===== config.mk =====
export PLATFORM = sky130hd
export DESIGN_NAME = sar_adc_ctl
export DESIGN_NICKNAME = d
export VERILOG_FILES = /design/src/rtl/sar_adc_ctl_pkg.sv /design/src/rtl/sar_bus_sync.sv /design/src/rtl/sar_sequencer.sv /design/src/rtl/sar_register.sv /design/src/rtl/sar_adc_ctl.sv
export SDC_FILE = /design/constraint.sdc
export NUM_CORES = 1
export LEC_CHECK = 0
export BUFFER_PORTS_ARGS = -buffer_cell sky130_fd_sc_hd__buf_2
export CAP_MARGIN = 20
export CORE_ASPECT_RATIO = 0.6
export CORE_MARGIN = 5
export CORE_UTILIZATION = 40
export CTS_BUF_LIST = sky130_fd_sc_hd__clkbuf_16
export DETAILED_ROUTE_END_ITERATION = 10
export PLACE_DENSITY = 0.6
export SYNTH_ARGS = -nofsm -noshare
export SYNTH_HDL_FRONTEND = slang
export SYNTH_SLANG_ARGS = --single-unit

===== constraint.sdc =====
create_clock -name clk -period 5 [get_ports clk]
set_input_delay 1 -clock clk [delete_from_list [all_inputs] [get_ports clk]]
set_output_delay 1 -clock clk [all_outputs]
set_load 0.01 [all_outputs]

===== src/rtl/sar_adc_ctl_pkg.sv =====
package sar_adc_ctl_pkg;

  // Input-clock cycles in one conversion frame: settle cycles plus one
  // internal cycle per bit, each internal cycle being two input clocks.
  function automatic int frame_len(input int data_w, input int settle_icyc);
    return 2 * (settle_icyc + data_w);
  endfunction

  // Edges after busy release during which a new request is refused,
  // covering the synchronizer delay plus the re-read allowance.
  function automatic int guard_len(input int sync_stages, input int rearm_cyc);
    return sync_stages + rearm_cyc;
  endfunction

endpackage


===== src/rtl/sar_bus_sync.sv =====
module sar_bus_sync #(
  parameter int SYNC_STAGES = 2
) (
  input  logic clk,
  input  logic rst,
  input  logic cs_n,
  input  logic rd_n,
  output logic start_req,
  output logic access_q
);

  localparam int LANES = 2;

  logic [LANES-1:0]                  pin;
  logic [LANES-1:0][SYNC_STAGES-1:0] sh_q;
  logic                              req;
  logic                              req_prev_q;

  assign pin = {cs_n, rd_n};

  for (genvar l = 0; l < LANES; l++) begin : g_lane
    always_ff @(posedge clk) begin
      if (rst) sh_q[l] <= '1;
      else     sh_q[l] <= {sh_q[l][SYNC_STAGES-2:0], pin[l]};
    end
  end

  assign req = ~sh_q[1][SYNC_STAGES-1] & ~sh_q[0][SYNC_STAGES-1];

  always_ff @(posedge clk) begin
    if (rst) begin
      req_prev_q <= 1'b0;
      access_q   <= 1'b0;
    end else begin
      req_prev_q <= req;
      access_q   <= req;
    end
  end

  assign start_req = req & ~req_prev_q;

endmodule


===== src/rtl/sar_sequencer.sv =====
module sar_sequencer
  import sar_adc_ctl_pkg::*;
#(
  parameter int DATA_W      = 8,
  parameter int SYNC_STAGES = 2,
  parameter int HOLD_EDGE   = 3,
  parameter int SETTLE_ICYC = 2,
  parameter int REARM_CYC   = 1
) (
  input  logic                      clk,
  input  logic                      rst,
  input  logic                      start_req,
  output logic                      busy_q,
  output logic                      hold_q,
  output logic                      phase_q,
  output logic                      clr,
  output logic                      set_en,
  output logic [$clog2(DATA_W)-1:0] set_idx,
  output logic                      dec_en,
  output logic [$clog2(DATA_W)-1:0] dec_idx,
  output logic                      done
);

  localparam int FRAME     = frame_len(DATA_W, SETTLE_ICYC);
  localparam int CNT_W     = $clog2(FRAME + 1);
  localparam int IDX_W     = $clog2(DATA_W);
  localparam int GUARD     = guard_len(SYNC_STAGES, REARM_CYC);
  localparam int GRD_W     = $clog2(GUARD + 1);
  localparam int SET_FIRST = 2 * SETTLE_ICYC - 1;
  localparam int DEC_FIRST = 2 * SETTLE_ICYC + 1;

  logic [CNT_W-1:0] cnt_q;
  logic [GRD_W-1:0] grd_q;

  // Step decode: odd counts close an internal cycle (phase 1).
  always_comb begin
    int c;
    int ts;
    int td;
    c       = int'(cnt_q);
    ts      = (c - SET_FIRST) / 2;
    td      = (c - DEC_FIRST) / 2;
    clr     = busy_q && (c == 0);
    set_en  = busy_q && phase_q && (c >= SET_FIRST) && (ts < DATA_W);
    dec_en  = busy_q && phase_q && (c >= DEC_FIRST) && (td < DATA_W);
    set_idx = set_en ? IDX_W'(DATA_W - 1 - ts) : '0;
    dec_idx = dec_en ? IDX_W'(DATA_W - 1 - td) : '0;
    done    = busy_q && (cnt_q == CNT_W'(FRAME - 1));
  end

  always_ff @(posedge clk) begin
    if (rst) begin
      busy_q  <= 1'b0;
      cnt_q   <= '0;
      phase_q <= 1'b0;
      hold_q  <= 1'b0;
      grd_q   <= '0;
    end else begin
      hold_q <= busy_q && (cnt_q == CNT_W'(HOLD_EDGE - 1));
      if (grd_q != '0) grd_q <= grd_q - GRD_W'(1);
      if (!busy_q) begin
        if (start_req && (grd_q == '0)) begin
          busy_q  <= 1'b1;
          cnt_q   <= '0;
          phase_q <= 1'b0;
        end
      end else if (done) begin
        busy_q  <= 1'b0;
        cnt_q   <= '0;
        phase_q <= 1'b0;
        grd_q   <= GRD_W'(GUARD);
      end else begin
        cnt_q   <= cnt_q + CNT_W'(1);
        phase_q <= ~phase_q;
      end
    end
  end

endmodule


===== src/rtl/sar_register.sv =====
module sar_register #(
  parameter int DATA_W = 8
) (
  input  logic                      clk,
  input  logic                      rst,
  input  logic                      clr,
  input  logic                      set_en,
  input  logic [$clog2(DATA_W)-1:0] set_idx,
  input  logic                      dec_en,
  input  logic [$clog2(DATA_W)-1:0] dec_idx,
  input  logic                      cmp,
  input  logic                      done,
  output logic [DATA_W-1:0]         trial_q,
  output logic [DATA_W-1:0]         result_q
);

  logic [DATA_W-1:0] trial_nx;

  always_comb begin
    trial_nx = trial_q;
    if (clr)                trial_nx = '0;
    if (set_en)             trial_nx[set_idx] = 1'b1;
    if (dec_en && !cmp)     trial_nx[dec_idx] = 1'b0;
  end

  always_ff @(posedge clk) begin
    if (rst) begin
      trial_q  <= '0;
      result_q <= '0;
    end else begin
      trial_q <= trial_nx;
      if (done) result_q <= trial_nx;
    end
  end

endmodule


===== src/rtl/sar_adc_ctl.sv =====
module sar_adc_ctl
  import sar_adc_ctl_pkg::*;
#(
  parameter int DATA_W      = 8,
  parameter int SYNC_STAGES = 2,
  parameter int HOLD_EDGE   = 3,
  parameter int SETTLE_ICYC = 2,
  parameter int REARM_CYC   = 1
) (
  input  logic              clk,
  input  logic              rst,
  input  logic              cs_n,
  input  logic              rd_n,
  input  logic              cmp_i,
  output logic              hold_o,
  output logic [DATA_W-1:0] dac_code_o,
  output logic              busy_n_o,
  output logic [DATA_W-1:0] data_o,
  output logic              data_oe_o
);

  localparam int IDX_W = $clog2(DATA_W);

  logic             start_req;
  logic             busy_q;
  logic             div_phase;
  logic             clr;
  logic             set_en;
  logic             dec_en;
  logic             done;
  logic [IDX_W-1:0] set_idx;
  logic [IDX_W-1:0] dec_idx;

  sar_bus_sync #(.SYNC_STAGES(SYNC_STAGES)) u_sync (
    .clk       (clk),
    .rst       (rst),
    .cs_n      (cs_n),
    .rd_n      (rd_n),
    .start_req (start_req),
    .access_q  (data_oe_o)
  );

  sar_sequencer #(
    .DATA_W      (DATA_W),
    .SYNC_STAGES (SYNC_STAGES),
    .HOLD_EDGE   (HOLD_EDGE),
    .SETTLE_ICYC (SETTLE_ICYC),
    .REARM_CYC   (REARM_CYC)
  ) u_seq (
    .clk       (clk),
    .rst       (rst),
    .start_req (start_req),
    .busy_q    (busy_q),
    .hold_q    (hold_o),
    .phase_q   (div_phase),
    .clr       (clr),
    .set_en    (set_en),
    .set_idx   (set_idx),
    .dec_en    (dec_en),
    .dec_idx   (dec_idx),
    .done      (done)
  );

  sar_register #(.DATA_W(DATA_W)) u_reg (
    .clk      (clk),
    .rst      (rst),
    .clr      (clr),
    .set_en   (set_en),
    .set_idx  (set_idx),
    .dec_en   (dec_en),
    .dec_idx  (dec_idx),
    .cmp      (cmp_i),
    .done     (done),
    .trial_q  (dac_code_o),
    .result_q (data_o)
  );

  assign busy_n_o = ~busy_q;

endmodule


* Word-level counts from Yosys, hierarchy flattened
Cells that the tools add are included.
W data, S select, Z words.
** Cells by class
- $lt $le $gt $ge :: 8
- Mux-type cells :: 21
- Equal/unequal tests :: 2
- $add $sub $neg :: 8
- Reductions and logical operators :: 17
- Bitwise gates (word level) :: 12
** Operators by type and width (count)
- $add A32 B1 Y32 :: 2
- $lt A32 B5 Y1 const B :: 2
- $mux W8 :: 3
- $mux W5 :: 3
- $logic_and A1 B1 Y1 :: 12
- $and A8 B8 Y8 :: 1
- $lt A3 B4 Y1 const B :: 2
- $mux W1 :: 8
- $not A8 Y8 :: 1
- $or A8 B8 Y8 :: 1
- $demux W1 S3 :: 2
- $ge A3 B1 Y1 const B :: 2
- $mux W2 :: 3
- $mux W3 :: 2
- $sub A1 B3 Y3 const A :: 2
- $sub A5 B2 Y6 const B :: 1
- $sub A5 B3 Y6 const B :: 1
- $add A5 B1 Y5 const B :: 1
- $eq A5 B2 Y1 const B :: 1
- $eq A5 B5 Y1 const B :: 1
- $ge A5 B2 Y1 const B :: 1
- $ge A5 B3 Y1 const B :: 1
- $logic_not A5 Y1 :: 1
- $not A1 Y1 :: 5
- other kinds (5) :: 9
** Storage, ports and cells
- Output and inout port bits :: 19
- Input bits :: 5
- Word-level logic and storage cells :: 78
- Bits in registers :: 31

* Depth between registers and ports, before layout
- Depth after elaboration :: 14
- Mapped depth :: 13
- Mapped depth without buffers :: 12

* Modules after synthesis
Synthesis repeated with hierarchy kept, for this count alone.
** Unflattened totals
- Cell total of the unflattened synthesis :: 232
- Area total of the unflattened synthesis :: 2013.2 µm²
** Modules (own cells, without submodules)
- sar_sequencer :: area an instance 1174.9 µm², times used 1, cells each 147
- sar_register :: area an instance 699.4 µm², times used 1, cells each 73
- sar_bus_sync :: area an instance 135.1 µm², times used 1, cells each 11
- sar_adc_ctl :: area an instance 3.8 µm², times used 1, cells each 1

* Worst setup path after synthesis
Ideal clock, no wire load.
- Kind :: reg-to-reg
- Start point :: register u_seq.cnt_q[2]
- End point :: register u_reg.result_q[0]
- Arrival time :: 3.193 ns
- Period minus slack after synthesis :: 3.340 ns
- Setup time :: 0.147 ns
- Stages on the path, launching flop included :: 13
- Slack :: 1.660 ns
- Data required time :: 4.853 ns
- Cell sequence :: dfxtp_1 > buf_4 > buf_2 > a2111oi_0 > ha_1 > ha_1 > nand4_1 > ha_1 > or4_1 > nor4_2 > nand3_1 > o221ai_4 > a2111oi_2
** Between the ends
- Word-level cells in the longest chain between the ends :: 14
- Elaborated cells on any way between the ends :: 39
** Ends and longest elaborated chain
- start: declaration :: line sar_sequencer.sv:32 : logic [CNT_W-1:0] cnt_q;
- start signal: assignment :: line sar_sequencer.sv:73 : cnt_q <= cnt_q + CNT_W'(1);
- $sub A5 B2 Y6 :: line sar_sequencer.sv:41 : ts = (c - SET_FIRST) / 2;
- $and A1 B1 Y1 (no line)
- $add A32 B1 Y32 (no line)
- $lt A32 B5 Y1 :: line sar_sequencer.sv:44 : set_en = busy_q && phase_q && (c >= SET_FIRST) && (ts < DATA_W);
- $logic_and A1 B1 Y1 :: line sar_sequencer.sv:44
- $mux W3 :: line sar_sequencer.sv:46 : set_idx = set_en ? IDX_W'(DATA_W - 1 - ts) : '0;
- $lt A3 B4 Y1 (implied by the code) or $ge A3 B1 Y1 (tied branches) :: line sar_register.sv:22 : if (set_en) trial_nx[set_idx] = 1'b1;
- $logic_and A1 B1 Y1 (implied by the code) :: line sar_register.sv:22
- $mux W1 (implied by the code) :: line sar_register.sv:22
- $demux W1 S3
- $or A8 B8 Y8 (no line)
- $mux W8 :: line sar_register.sv:22
- $and A8 B8 Y8 (no line)
- $mux W8 :: line sar_register.sv:23 : if (dec_en && !cmp) trial_nx[dec_idx] = 1'b0;
- end signal: assignment :: line sar_register.sv:32 : if (done) result_q <= trial_nx;
- end: declaration :: line sar_register.sv:14 : output logic [DATA_W-1:0] result_q
Parallel ways exist; a longest one is shown, timed or not.
A chain may end at the register's enable or synchronous reset.

* Worst setup path after layout
- Start point :: register u_seq.cnt_q[0]
- End point :: register u_reg.trial_q[3]
** Between the ends
- Word-level cells in the longest chain between the ends :: 14
- Elaborated cells on any way between the ends :: 37
** Ends and longest elaborated chain
- $sub A5 B2 Y6 :: line sar_sequencer.sv:41
- $and A1 B1 Y1 (no line)
- $add A32 B1 Y32 (no line)
- $lt A32 B5 Y1 :: line sar_sequencer.sv:44
- $logic_and A1 B1 Y1 :: line sar_sequencer.sv:44
- $mux W3 :: line sar_sequencer.sv:46
- $lt A3 B4 Y1 (implied by the code) or $ge A3 B1 Y1 (tied branches) :: line sar_register.sv:22
- $logic_and A1 B1 Y1 (implied by the code) :: line sar_register.sv:22
- $mux W1 (implied by the code) :: line sar_register.sv:22
- $demux W1 S3
- $or A8 B8 Y8 (no line)
- $mux W8 :: line sar_register.sv:22
- $and A8 B8 Y8 (no line)
- $mux W8 * :: line sar_register.sv:23
- end signal: assignment :: line sar_register.sv:31 : trial_q <= trial_nx;
- end: declaration :: line sar_register.sv:13 : output logic [DATA_W-1:0] trial_q,
Every way passes the cells marked *; elsewhere a longest branch is shown, timed or not.

==> flow_summary.yaml <==
clock_network:
  clockRootBuffer: "clkbuf_16"
  h-tree-depth: 2
  numCtsBuffers: 5
  cts_max_path_buffers: 2
  cts_resized: 0
  cts_setup_buffers: 0
  cts.clk_slew.worst_paths_ps: 50
  clock_latency_ps: 270
  cts_tree: "yes"
  ctsHoldBuffers: 0
  clock-sinks: 31
hold_path:
  hold_class: "register to register"
setup_path:
  critPathMaxFanout: 14
  worst-setup-path-type: "register to register"
  crit_arrival_ps: 3910
  worstPathRequired_ps: 5120
  startpoint_type: "register"
  setup.worst_path.end_class: "register"
logic_synthesis:
  avgSynthCellArea_sq_um: 9.14
  yosysMostFrequentCell: "nor2_1"
  synth_top_area_share_pct: 26.7
  syn_area_sq_um: 2320
  synth_seq_area_share_pct: 26.7
  syn-num-nets: 281
  synthesis.instances: 254
  synth_top_area_cell: "dfxtp_1"
  synth_edf_count: 0
  synth-main-ff-cell: "dfxtp_1"
  synth_seq_cells: 31
  synth_commonest_cells: "nor2_1 (33), dfxtp_1 (31), ha_1 (22)"
  synthTopCellsByArea: "dfxtp_1 (27%), ha_1 (12%), nor2_1 (5.3%)"
  ys_warn_count: 0
  netlist-cell-type-count: 58
  synth-async-reset-ratio_pct: 0
detailed_routing:
  wl_um: 5630
  drtAntennaViolNets: 0
  firstDrtPassIters: 5
  drt_iter0_drc: 150
  num_vias: 2009
  viasPerCell: 5.74
  drc: 0
  wire_per_inst_um: 16.1
power_and_ir_drop:
  clockPowerShare_pct: 55.4
  combPwrFrac_pct: 4.4
  power_uw: 623
  p_int_uw: 493
  switching_share_pct: 20.7
  ir_drop_v: 0.000159
  power.share.sequential_pct: 40.2
  power_density_nw_per_um2: 238
  p_leak_nw: 0.920
  p_switching_uw: 129
cells_and_area:
  final_nets: 296
  area_delta_synth_final_pct: 12.8
  antenna_cells: 0
  final_core_util_pct: 46.8
  register_area_sq_um: 621
  drive_gt1_share_pct: 22.2
  multi_input_area_sq_um: 1580
  instances_no_fill: 350
  nFillCells: 534
place:
  routabilityCongestion: 0.821
  dp_cells: 341
  dpl.hpwl_um: 4290
  port_buffers: 23
timing:
  relSlewSlack_pct: 42.1
  max_freq_mhz: 264
  min_period_over_period_pct: 75.8
  drv_slew: 0
  hold_viol: 0
  max_slew.worst_pin.slew_ps: 867
  finalWorstPathRequiredPeriod_ps: 3790
  fin_skew_ps: 3.94
  setup_violations: 0
  rsz0062_at_grt: "no"
  setup-tns-final_ps: 0
status:
  status: "finished, final reports clean"
global_routing:
  grt_overflow: 0
  antenna_found_initial: 0
  grtUsageTotal_pct: 15.3
  grt_max_degree: 32
  grt_pass1_vias: 1742
  grt_pass1_wl_um: 9220
run:
  drv_cap: 0
die:
  die_area_sq_um: 7480
  num_rows: 21
  die_y_um: 69.0
  start_util_pct: 41.5
  core_area_sq_um: 5600
  io_pins: 24
  die_x_um: 108
==> critical path, stage by stage (launching register included) <==
cell and delay, ps:
dfxtp_1 630, inv_1 160, ha_1 370, inv_1 70, ha_1 260, ha_1 290
nand4_1 140, ha_1 210, or4_1 560, nor4_2 240, nand3_1 180, o221ai_4 380
a211oi_1 150
==> logic make-up after synthesis <==
kind of cell,Yosys count,share of synthesized area [%]
xor gates and xnor gates,10,5.87
buffers and inverters,24,5.23
and+or+nand+nor,104,25.3
adders and majority gates,22,11.9
AOI/OAI and AO/OA,63,25.1
DFF,31,26.7
==> per-stage QoR <==
step	area (sq um)	hold slack (ps)	setup WS, ps
floorplan	2320	389	1660
global placement	2450	391	1180
detailed placement	2450	393	1150
CTS	2620	406	1120
global route	2620	432	921
finish	2620	405	1210
==> flip-flops by register name, summed over array words and instances, names as in the netlist, 2 cells and up <==
signal / count
u_reg.result_q: 8
u_reg.trial_q: 8
u_seq.cnt_q: 5
u_seq.grd_q: 2
u_sync.sh_q: 4
==> area by class of cell <==
class                      count  share of cell area, %
multi-input combinational    199                   60.3
clock buffer                   5                   4.78
tap                           80                   3.82
inverter                       8                   1.15
timing repair buffer          24                   4.58
clock inverter                 3                   1.67
sequential                    31                   23.7
==> power groups by stage <==
stage	registers (mW)	logic (mW)	clock network (mW)
6_report	0.250	0.0272	0.345
5_1_grt	0.251	0.0300	0.363
4_1_cts	0.250	0.0275	0.348
3_5_place_dp	0.256	0.0274	0
3_3_place_gp	0.256	0.0272	0
2_1_floorplan	0.255	0.0211	0
==> final timing paths <==
check	startpoint	to	slack, ps	cells after the start
worst max-delay path	u_seq.cnt_q[0]$_SDFFE_PP0P_	u_reg.trial_q[3]$_SDFF_PP0_	1210	12
worst min-delay path	u_sync.sh_q[0]$_SDFF_PP1_	u_sync.sh_q[1]$_SDFF_PP1_	400	1
worst max register to register	u_seq.cnt_q[0]$_SDFFE_PP0P_	u_reg.trial_q[3]$_SDFF_PP0_	1210	12
worst min register to register	u_sync.sh_q[0]$_SDFF_PP1_	u_sync.sh_q[1]$_SDFF_PP1_	400	1
==> metal layers <==
metal	share of wire [%]	vias up	global-route usage (%)
li1	-	993	-
met1	53	923	26.8
met2	36	89	17.1
met3	11	4	5.22
met4	0.16	0	1.82
met5	0	-	0
==> cells in the final DEF, fill, tap and decap left out, types with 3 or more instances in the layout <==
master	n
a2111oi_2	7
a211oi_1	9
a21oi_1	6
a31oi_1	10
a32o_1	8
buf_2	24
clkbuf_16	5
dfxtp_1	31
ha_1	22
inv_1	8
nand2_1	5
nand3_1	11
nand3b_1	5
nand4_1	3
nor2_1	33
nor2b_1	5
nor3_1	11
nor4_1	5
o21ai_0	4
or2_2	5
xnor2_1	4
xnor2_2	3
(Power assumes the default switching activity.)
